<file path="src/rtl/dq_pkg.sv">
package dq_pkg;

   localparam logic [2:0] OP_DEQ_EQ = 3'd0;
   localparam logic [2:0] OP_DEQ_NE = 3'd1;
   localparam logic [2:0] OP_REARM  = 3'd2;
   localparam logic [2:0] OP_REINIT = 3'd3;
   localparam logic [2:0] OP_COUNT  = 3'd4;

   // word offsets inside one descriptor
   localparam logic [2:0] WO_STAT = 3'd0;
   localparam logic [2:0] WO_SIZE = 3'd1;
   localparam logic [2:0] WO_LAST = 3'd2;
   localparam logic [2:0] WO_NEXT = 3'd4;

   localparam logic [1:0]  OWN_HW     = 2'd1;
   localparam logic [15:0] TOTAL_INIT = 16'd320;

   typedef enum logic [3:0] {
      S_IDLE,
      S_DQ_STAT,
      S_DQ_LAST,
      S_DQ_NEXT,
      S_RM_RD,
      S_RM_WR,
      S_RI_W0,
      S_RI_W1,
      S_RI_W2,
      S_CNT,
      S_DONE
   } dq_state_e;

endpackage

</file>
<file path="src/rtl/dq_own_cond.sv">
module dq_own_cond #(
   parameter int OWN_W = 2
) (
   input  logic [OWN_W-1:0] status_own,
   input  logic [OWN_W-1:0] req_own,
   input  logic             invert,
   output logic             hit
);
   generate
      if (OWN_W < 1) begin : g_bad_w
         $error("dq_own_cond: OWN_W must be at least 1");
      end
   endgenerate

   logic same;
   assign same = (status_own == req_own);
   assign hit  = same ^ invert;
endmodule

</file>
<file path="src/rtl/dq_ptr_file.sv">
module dq_ptr_file #(
   parameter int          ADDR_W    = 32,
   parameter logic [31:0] RESET_PTR = 32'h0,
   parameter bit          CFG_EN    = 1'b1
) (
   input  logic              clk,
   input  logic              rst_n,
   input  logic              cfg_load,
   input  logic [ADDR_W-1:0] cfg_head,
   input  logic [ADDR_W-1:0] cfg_term,
   input  logic              head_load,
   input  logic [ADDR_W-1:0] head_next,
   output logic [ADDR_W-1:0] head,
   output logic [ADDR_W-1:0] term
);
   localparam logic [ADDR_W-1:0] RST_P = RESET_PTR[ADDR_W-1:0];

   always_ff @(posedge clk or negedge rst_n) begin
      if (!rst_n)
         head <= RST_P;
      else if (head_load)
         head <= head_next;
      else if (CFG_EN && cfg_load)
         head <= cfg_head;
   end

   generate
      if (CFG_EN) begin : g_term_cfg
         always_ff @(posedge clk or negedge rst_n) begin
            if (!rst_n)
               term <= RST_P;
            else if (cfg_load)
               term <= cfg_term;
         end
      end else begin : g_term_fixed
         logic unused_cfg;
         assign unused_cfg = ^cfg_term;
         assign term = RST_P;
      end
   endgenerate
endmodule

</file>
<file path="src/rtl/desc_queue_engine.sv">
module desc_queue_engine
   import dq_pkg::*;
#(
   parameter int          ADDR_W    = 32,
   parameter int          CNT_W     = 8,
   parameter logic [31:0] RESET_PTR = 32'h0,
   parameter bit          CFG_EN    = 1'b1
) (
   input  logic              clk,
   input  logic              rst_n,
   input  logic              cmd_valid,
   output logic              cmd_ready,
   input  logic [2:0]        cmd_op,
   input  logic [1:0]        cmd_own,
   input  logic [ADDR_W-1:0] cmd_desc,
   output logic              busy,
   output logic              done,
   output logic              rsp_found,
   output logic [ADDR_W-1:0] rsp_addr,
   output logic [CNT_W-1:0]  rsp_count,
   input  logic              cfg_we,
   input  logic [ADDR_W-1:0] cfg_head,
   input  logic [ADDR_W-1:0] cfg_term,
   output logic [ADDR_W-1:0] head_o,
   output logic [ADDR_W-1:0] term_o,
   output logic              empty,
   output logic              mem_req,
   output logic              mem_we,
   output logic [ADDR_W-3:0] mem_addr,
   output logic [31:0]       mem_wdata,
   input  logic [31:0]       mem_rdata,
   input  logic              mem_ready
);
   localparam int             WA_W    = ADDR_W - 2;
   localparam logic [CNT_W-1:0] CNT_MAX = {CNT_W{1'b1}};

   generate
      if (ADDR_W < 4 || ADDR_W > 32) begin : g_bad_aw
         $error("desc_queue_engine: ADDR_W must lie in 4..32");
      end
      if (CNT_W < 1 || CNT_W > 32) begin : g_bad_cw
         $error("desc_queue_engine: CNT_W must lie in 1..32");
      end
      if (RESET_PTR[1:0] != 2'b00) begin : g_bad_rst
         $error("desc_queue_engine: RESET_PTR must be word aligned");
      end
   endgenerate

   dq_state_e         state_q;
   logic [2:0]        op_q;
   logic [1:0]        own_q;
   logic [ADDR_W-1:0] tgt_q;
   logic [ADDR_W-1:0] cur_q;
   logic [31:0]       word_q;
   logic [CNT_W-1:0]  cnt_q;
   logic              found_q;

   logic              idle;
   logic              fire;
   logic              own_hit;
   logic              head_load;
   logic              cfg_load;
   logic [ADDR_W-1:0] rd_ptr;
   logic [ADDR_W-1:0] base;
   logic [2:0]        woff;
   logic              unused_rd;

   assign idle      = (state_q == S_IDLE);
   assign fire      = idle && cmd_valid;
   assign cmd_ready = idle;
   assign busy      = !idle;
   assign done      = (state_q == S_DONE);
   assign empty     = (head_o == term_o);
   assign rd_ptr    = mem_rdata[ADDR_W-1:0];
   assign unused_rd = ^mem_rdata;

   assign cfg_load  = cfg_we && idle && !cmd_valid;
   assign head_load = (state_q == S_DQ_NEXT) && mem_ready;

   dq_ptr_file #(
      .ADDR_W   (ADDR_W),
      .RESET_PTR(RESET_PTR),
      .CFG_EN   (CFG_EN)
   ) u_ptrs (
      .clk      (clk),
      .rst_n    (rst_n),
      .cfg_load (cfg_load),
      .cfg_head (cfg_head),
      .cfg_term (cfg_term),
      .head_load(head_load),
      .head_next(rd_ptr),
      .head     (head_o),
      .term     (term_o)
   );

   dq_own_cond #(.OWN_W(2)) u_cond (
      .status_own(mem_rdata[1:0]),
      .req_own   (own_q),
      .invert    (op_q == OP_DEQ_NE),
      .hit       (own_hit)
   );

   // memory request decode, held steady while the state waits for ready
   always_comb begin
      mem_req   = 1'b0;
      mem_we    = 1'b0;
      mem_wdata = '0;
      base      = tgt_q;
      woff      = WO_STAT;
      unique case (state_q)
         S_DQ_STAT: mem_req = 1'b1;
         S_DQ_LAST: begin
            mem_req = 1'b1;
            woff    = WO_LAST;
         end
         S_DQ_NEXT: begin
            mem_req = 1'b1;
            base    = cur_q;
            woff    = WO_NEXT;
         end
         S_RM_RD: mem_req = 1'b1;
         S_RM_WR: begin
            mem_req   = 1'b1;
            mem_we    = 1'b1;
            mem_wdata = {word_q[31:2], OWN_HW};
         end
         S_RI_W0: begin
            mem_req   = 1'b1;
            mem_we    = 1'b1;
            mem_wdata = {16'h0000, 14'h0, OWN_HW};
         end
         S_RI_W1: begin
            mem_req   = 1'b1;
            mem_we    = 1'b1;
            woff      = WO_SIZE;
            mem_wdata = {TOTAL_INIT, 16'h0000};
         end
         S_RI_W2: begin
            mem_req   = 1'b1;
            mem_we    = 1'b1;
            woff      = WO_LAST;
            mem_wdata[ADDR_W-1:0] = tgt_q;
         end
         S_CNT: begin
            mem_req = 1'b1;
            base    = cur_q;
            woff    = WO_NEXT;
         end
         default: ;
      endcase
      mem_addr = base[ADDR_W-1:2] + WA_W'(woff);
   end

   always_ff @(posedge clk or negedge rst_n) begin
      if (!rst_n) begin
         state_q <= S_IDLE;
         op_q    <= '0;
         own_q   <= '0;
         tgt_q   <= '0;
         cur_q   <= '0;
         word_q  <= '0;
         cnt_q   <= '0;
         found_q <= 1'b0;
      end else begin
         unique case (state_q)
            S_IDLE: if (fire) begin
               op_q    <= cmd_op;
               own_q   <= cmd_own;
               cnt_q   <= '0;
               found_q <= 1'b0;
               cur_q   <= head_o;
               case (cmd_op)
                  OP_DEQ_EQ, OP_DEQ_NE: begin
                     tgt_q   <= head_o;
                     state_q <= empty ? S_DONE : S_DQ_STAT;
                  end
                  OP_REARM: begin
                     tgt_q   <= cmd_desc;
                     state_q <= S_RM_RD;
                  end
                  OP_REINIT: begin
                     tgt_q   <= cmd_desc;
                     state_q <= S_RI_W0;
                  end
                  OP_COUNT: state_q <= empty ? S_DONE : S_CNT;
                  default:  state_q <= S_DONE;
               endcase
            end
            S_DQ_STAT: if (mem_ready)
               state_q <= own_hit ? S_DQ_LAST : S_DONE;
            S_DQ_LAST: if (mem_ready) begin
               cur_q   <= rd_ptr;
               state_q <= S_DQ_NEXT;
            end
            S_DQ_NEXT: if (mem_ready) begin
               found_q <= 1'b1;
               state_q <= S_DONE;
            end
            S_RM_RD: if (mem_ready) begin
               word_q  <= mem_rdata;
               state_q <= S_RM_WR;
            end
            S_RM_WR: if (mem_ready) state_q <= S_DONE;
            S_RI_W0: if (mem_ready) state_q <= S_RI_W1;
            S_RI_W1: if (mem_ready) state_q <= S_RI_W2;
            S_RI_W2: if (mem_ready) state_q <= S_DONE;
            S_CNT: if (mem_ready) begin
               cnt_q <= cnt_q + 1'b1;
               if (rd_ptr == term_o || cnt_q == CNT_MAX - 1'b1)
                  state_q <= S_DONE;
               else
                  cur_q <= rd_ptr;
            end
            S_DONE: state_q <= S_IDLE;
            default: state_q <= S_IDLE;
         endcase
      end
   end

   assign rsp_found = found_q;
   assign rsp_addr  = found_q ? tgt_q : '0;
   assign rsp_count = cnt_q;

endmodule

</file>
<file path="config.mk">
export PLATFORM = sky130hd
export DESIGN_NAME = desc_queue_engine
export DESIGN_NICKNAME = d
export VERILOG_FILES = /design/src/rtl/dq_pkg.sv /design/src/rtl/dq_own_cond.sv /design/src/rtl/dq_ptr_file.sv /design/src/rtl/desc_queue_engine.sv
export SDC_FILE = /design/constraint.sdc
export NUM_CORES = 1
export LEC_CHECK = 0
export ABC_AREA = 0
export ABC_CLOCK_PERIOD_IN_PS = 3800
export BUFFER_PORTS_ARGS = -buffer_cell sky130_fd_sc_hd__buf_2
export CAP_MARGIN = 25
export CORE_AREA = 3 3 163 165
export DETAILED_ROUTE_END_ITERATION = 8
export DIE_AREA = 0 0 166 168
export GPL_TIMING_DRIVEN = 0
export PLACE_DENSITY_LB_ADDON = 0.15
export SLEW_MARGIN = 20
export SYNTH_ARGS = -nofsm -noshare
export SYNTH_HDL_FRONTEND = slang
export SYNTH_HIERARCHICAL = 1
export SYNTH_SLANG_ARGS = --single-unit
</file>
<file path="constraint.sdc">
create_clock -name clk -period 3.8 [get_ports clk]
set_input_delay 0.95 -clock clk [delete_from_list [all_inputs] [get_ports clk]]
set_output_delay 0.95 -clock clk [all_outputs]
set_load 0.02 [all_outputs]
</file>
* Word level (Yosys, flattened, before mapping) *
Index checks and enable logic that the tools add are counted.

operators by class
  shift operators = 0
  equality and inequality tests = 30
  magnitude comparators = 0
  multiplexer cells = 34
  multiply operators = 0
  add/sub/neg operators = 2
  reductions and logical operators = 28
  bitwise gates (word level) = 1
  divide/modulo/power cells = 0

operators by type and width
  cell                                                 count
  two-way mux 32 bit                                   8
  case mux 32 bit (4 select lines)                     1
  case mux 32 bit (3 select lines)                     1
  equality test 32 bit                                 2
  case mux 32 bit (2 select lines)                     1
  two-way mux 4 bit                                    11
  case mux 4 bit (8 select lines)                      1
  adder 30 x 3 -> 30 bit                               1
  != test 2 bit, second input constant                 9
  equality test 4 x 3 -> 1 bit, second input constant  4
  two-way mux 8 bit                                    2
  case mux 4 bit (4 select lines)                      1
  case mux 8 bit (2 select lines)                      1
  equality test 4 bit, second input constant           3
  case mux 3 bit (3 select lines)                      1
  AND reduction 3 bit                                  3
  AND reduction 9 bit                                  1
  OR reduction 9 bit                                   1
  adder 8 x 1 -> 8 bit, second input constant          1
  equality test 4 x 2 -> 1 bit, second input constant  2
  equality test 8 bit, second input constant           1
  nonzero test 2 bit                                   4
  OR reduction 2 bit                                   4
  equality test 3 x 1 -> 1 bit, second input constant  2
  19 further kinds                                     29

word-level totals
  bits in registers = 178
  memories = 0
  bits in writable memories = 0
  bits of input ports = 138
  output and inout port bits = 173
  memory bits (read-only) = 0
  latch bits = 0

* Depth between registers and ports, before layout *
  depth in word-level cells = 5
  depth in mapped cells = 18
  mapped depth without buffers = 14

* Cells and area by module *
The synthesis kept the hierarchy.

modules (own cells, without submodules)
  module             area an instance (um^2)  seq. area each (um^2)  times used  cells an instance
  desc_queue_engine  8503.2                   2752.6                 1           933
  dq_ptr_file        2811.4                   1601.5                 1           206
  dq_own_cond        30.0                     0.0                    1           4

* Worst setup path after synthesis *
Ideal clock, no wire load.

  kind = reg-to-output
  start point = reg state_q[1]
  end point = out mem_addr[26]
  stages on the path, launching flop included = 19
  required time = 2.850 ns
  data arrival time = 3.359 ns
  path buffers = 4
  setup slack = -0.509 ns
  cells stage by stage = dfrtp_1 buf_6 xor2_2 nand2_1 inv_1 buf_4 buf_2 nand2_1 nand2_1 ha_1 inv_1 fa_1 inv_1 a21oi_1 a21oi_1 buf_2 nand4_1 xor2_1 mux2i_1

on the way
  cells in the longest elaborated chain, start to end = 4
  elaborated cells on any way between the ends = 10

ends and longest elaborated chain
  what                                                                   RTL line                  source
  start, declared                                                        desc_queue_engine.sv:49   dq_state_e state_q;
  start signal, assigned                                                 desc_queue_engine.sv:175  state_q <= empty ? S_DONE : S_DQ_STAT;
  start signal, assigned                                                 desc_queue_engine.sv:185  OP_COUNT: state_q <= empty ? S_DONE : S_CNT;
  start signal, assigned                                                 desc_queue_engine.sv:190  state_q <= own_hit ? S_DQ_LAST : S_DONE;
  equality test 4 x 2 -> 1 bit or equality test 4 bit (tied branches)    desc_queue_engine.sv:110  unique case (state_q)
  OR reduction 2 bit (no source line)                                    n/a
  case mux 3 bit (3 select lines) or two-way mux 32 bit (tied branches)  desc_queue_engine.sv:110
  adder 30 x 3 -> 30 bit *                                               desc_queue_engine.sv:151  mem_addr = base[ADDR_W-1:2] + WA_W'(woff);
  end, declared                                                          desc_queue_engine.sv:29   output logic [ADDR_W-3:0] mem_addr,

Every way passes the cells marked *; elsewhere a longest branch is shown, timed or not.

* Final worst setup path *
Ends and elaborated chain as after synthesis.

==> results.json <==
{
  "status": "complete, but fails checks",
  "violations": "setup timing",
  "antenna_left": 0,
  "timing.fmax_mhz": 229.7,
  "io_pins": 311,
  "p_per_area_nw_per_um2": 880.3,
  "synth_area_per_cell_um2": 9.925,
  "grt_pass1_vias": 10805,
  "gr-total-overflow": 0,
  "nNetsFinal": 1662,
  "cts_made_buffers": 17,
  "syn_area_um2": 11340,
  "synth_top_area_share_pct": 38.38,
  "rsz0062_at_grt": "yes",
  "relSlewSlack_pct": 26.81,
  "syn-num-nets": 1287,
  "p_leak_nw": 6.643,
  "clock_sinks": 174,
  "fin_crit_ns": 4.353,
  "core_um2": 25180,
  "ys.flop_type": "dfrtp_1",
  "clockRootBuffer": "clkbuf_16",
  "drive_gt1_share_pct": 37.10,
  "dr_total_vias": 10879,
  "fin_ws_ns": -0.5532,
  "startpoint_type": "flop",
  "insertion_delay_ns": 0.44,
  "max-cap-violations": 0,
  "die_area_um2": 27890,
  "holdBufCountCts": 0,
  "synth.distinct_cells": 63,
  "grt_first_pass_wirelength_um": 67970,
  "arrival_ns": 3.40,
  "grt_usage_pct": 32.02,
  "synthArstFlopShare_pct": 100.0,
  "drtIter0Drc": 1073,
  "yosys_register_bits": 174,
  "synthTopCellsByArea": "dfrtp_1 (38%), mux2i_1 (13%), xor2_1 (5.2%), nand2_1 (4.9%), mux2_4 (3.7%)",
  "ys_warn_count": 6,
  "viasPerCell": 5.840,
  "dr.pass1.iters": 5,
  "yosysTopAreaCell": "dfrtp_1",
  "grt_max_degree": 74,
  "final_common_cell": "buf_2",
  "fp-row-count": 58,
  "tightest_slew_ns": 1.088,
  "path_max_fanout": 7,
  "io_buffers": 310,
  "wl_per_cell_um": 24.71,
  "finalHoldViolCount": 0,
  "fp.dieH_um": 168,
  "clockBufferDepth": 2,
  "synthXorXnorAreaFrac_pct": 8.945,
  "start_util_pct": 45.05,
  "area.growth.synth_to_final_pct": 30.31,
  "post-route-util_pct": 58.71,
  "dp_hpwl_um": 34270,
  "clock_skew_ns": 0.01709,
  "muxShareOfSynthArea_pct": 20.05,
  "worstPathRequired_ns": 2.85,
  "power_w": 0.01301,
  "post-route-period-util_pct": 114.6,
  "cts_htree_levels": 4,
  "synth_top_family_by_area": "multiplexers",
  "synth_fa_ha_area_share_pct": 0.8161,
  "endpoint_kind": "output pin",
  "setup_viol": 27,
  "die_w_um": 166,
  "synth_edf_count": 0,
  "layout_common_cells": "buf_2 (314), dfrtp_1 (173), nand2_1 (142)",
  "gp_congestion": 0.9374,
  "synthSimpleGateAreaFrac_pct": 14.88,
  "synth_compound_area_share_pct": 11.88,
  "ys_seq_area_share_pct": 38.38,
  "worstHoldPathType": "primary input to async pin",
  "drc": 0,
  "cts_tree": "done",
  "drv_slew": 0,
  "wl_um": 46030,
  "irDropWorstVdd_mv": 0.4914,
  "path_clk_slew_ns": 0.08,
  "grt_antenna_before_repair": 3,
  "synthesis.instances": 1143,
  "critPathKind": "flop to output pin"
}
critical path: stages, from the launching register on:
cell and delay (ns):
dfrtp_1 0.38, buf_6 0.14, xor2_4 0.23, nand2_4 0.13, inv_8 0.10, buf_8 0.11, nand2_4 0.05, nand2_4 0.06
ha_4 0.13, inv_2 0.04, fa_2 0.34, inv_2 0.09, a21oi_4 0.08, a21oi_4 0.17, buf_6 0.16, nand4_1 0.12
xor2_1 0.19, mux2i_2 0.25, buf_4 0.20
cell families after synthesis:
family,Yosys count
xor+xnor,115
simple gates,343
compound gates,202
buf+inv,93
mux,209
fa+ha+maj,7
flops,174
metal layers:
metal	GRT usage, %	vias up	wire length, µm
met3	7.185	96	4293
li1	-	4859	-
met5	0	-	28
met1	41.61	5318	18470
met4	12.26	6	1663
met2	52.52	600	21570
where the power goes:
group	total, W	internal [W]	switching [W]
clock	0.00175	0.000876	0.000873
combinational	0.00704	0.00309	0.00394
sequential	0.00423	0.00274	0.00149
total	0.0130	0.00671	0.00631
final timing paths:
check | startpoint | endpoint | slack (ns) | cells past startpoint
max | state_q[1]$_DFFE_PN0P_ | mem_addr[26] | -0.55 | 18
min | rst_n | u_ptrs/head[6]$_DFFE_PN0P_ | 0.38 | 1
max reg2reg | state_q[3]$_DFFE_PN0P_ | cur_q[2]$_DFFE_PN0P_ | 1.05 | 9
min reg2reg | op_q[1]$_DFFE_PN0P_ | op_q[1]$_DFFE_PN0P_ | 0.49 | 2
max in group asynchronous | rst_n | cur_q[13]$_DFFE_PN0P_ | 2.72 | 2
min in group clk | op_q[1]$_DFFE_PN0P_ | op_q[1]$_DFFE_PN0P_ | 0.49 | 2
metrics by stage:
step | hold slack (ns) | cells | setup TNS, ns | instance area, µm² | setup WS [ns]
finish | 0.3822 | 1863 | -10.40 | 14780 | -0.5532
global placement | 0.4607 | 1783 | -217.37 | 13410 | -1.176
CTS | 0.3862 | 1840 | -13.05 | 14470 | -0.6384
global route | 0.3945 | 1861 | -12.50 | 14780 | -0.6249
detailed placement | 0.4661 | 1785 | -16.44 | 13470 | -0.7427
floorplan | 0.4376 | 1143 | 0 | 11440 | 0.006490
synthesized netlist by cell type, types with 2 or more instances:
library cell,n
nor3_1,3
and3_1,12
mux2i_1,147
ha_1,5
nor2_1,23
o21ai_1,61
o22ai_1,3
a311o_1,30
a21o_1,4
buf_4,7
nand2b_1,4
nand2_1,149
and2_1,37
nor2b_1,5
a21oi_1,44
buf_1,2
a22o_1,28
nor3b_1,3
dfrtp_1,174
xnor2_1,47
inv_1,10
buf_2,29
xor2_1,67
mux2_4,28
clkbuf_1,30
mux2_2,34
buf_6,6
nand3_1,50
or2_2,2
buf_12,7
nand4_1,30
and4_1,6
a31oi_1,4
nor4_1,10
o21ai_0,14
what timing repair did:
action | CTS | global route
cloned | 1 | 0
resized for setup | 63 | 40
setup buffers | 22 | 23
endpoints found under the setup margin | 59 | 53
endpoints found under the hold margin | 0 | 0
pin swaps | 15 | 16
flip-flops by register name, indices dropped and copies added (netlist names):
register / count
u_ptrs/term: 32
tgt_q: 32
rsp_count: 8
rsp_found: 1
word_q: 30
op_q: 3
u_ptrs/head: 32
cur_q: 30
own_q: 2
state_q: 4
layout make-up:
type / instances / area (µm²)
clock buffer: 17 / 425.4
fill: 2241 / 10400
timing repair buffer: 356 / 2058
buffer: 81 / 596.8
sequential: 174 / 4355
inverter: 11 / 50.05
antenna: 2 / 5.005
clock inverter: 15 / 151.4
multi-input combinational: 877 / 6728
tap: 330 / 412.9
Power figures use the tool's default switching activity.
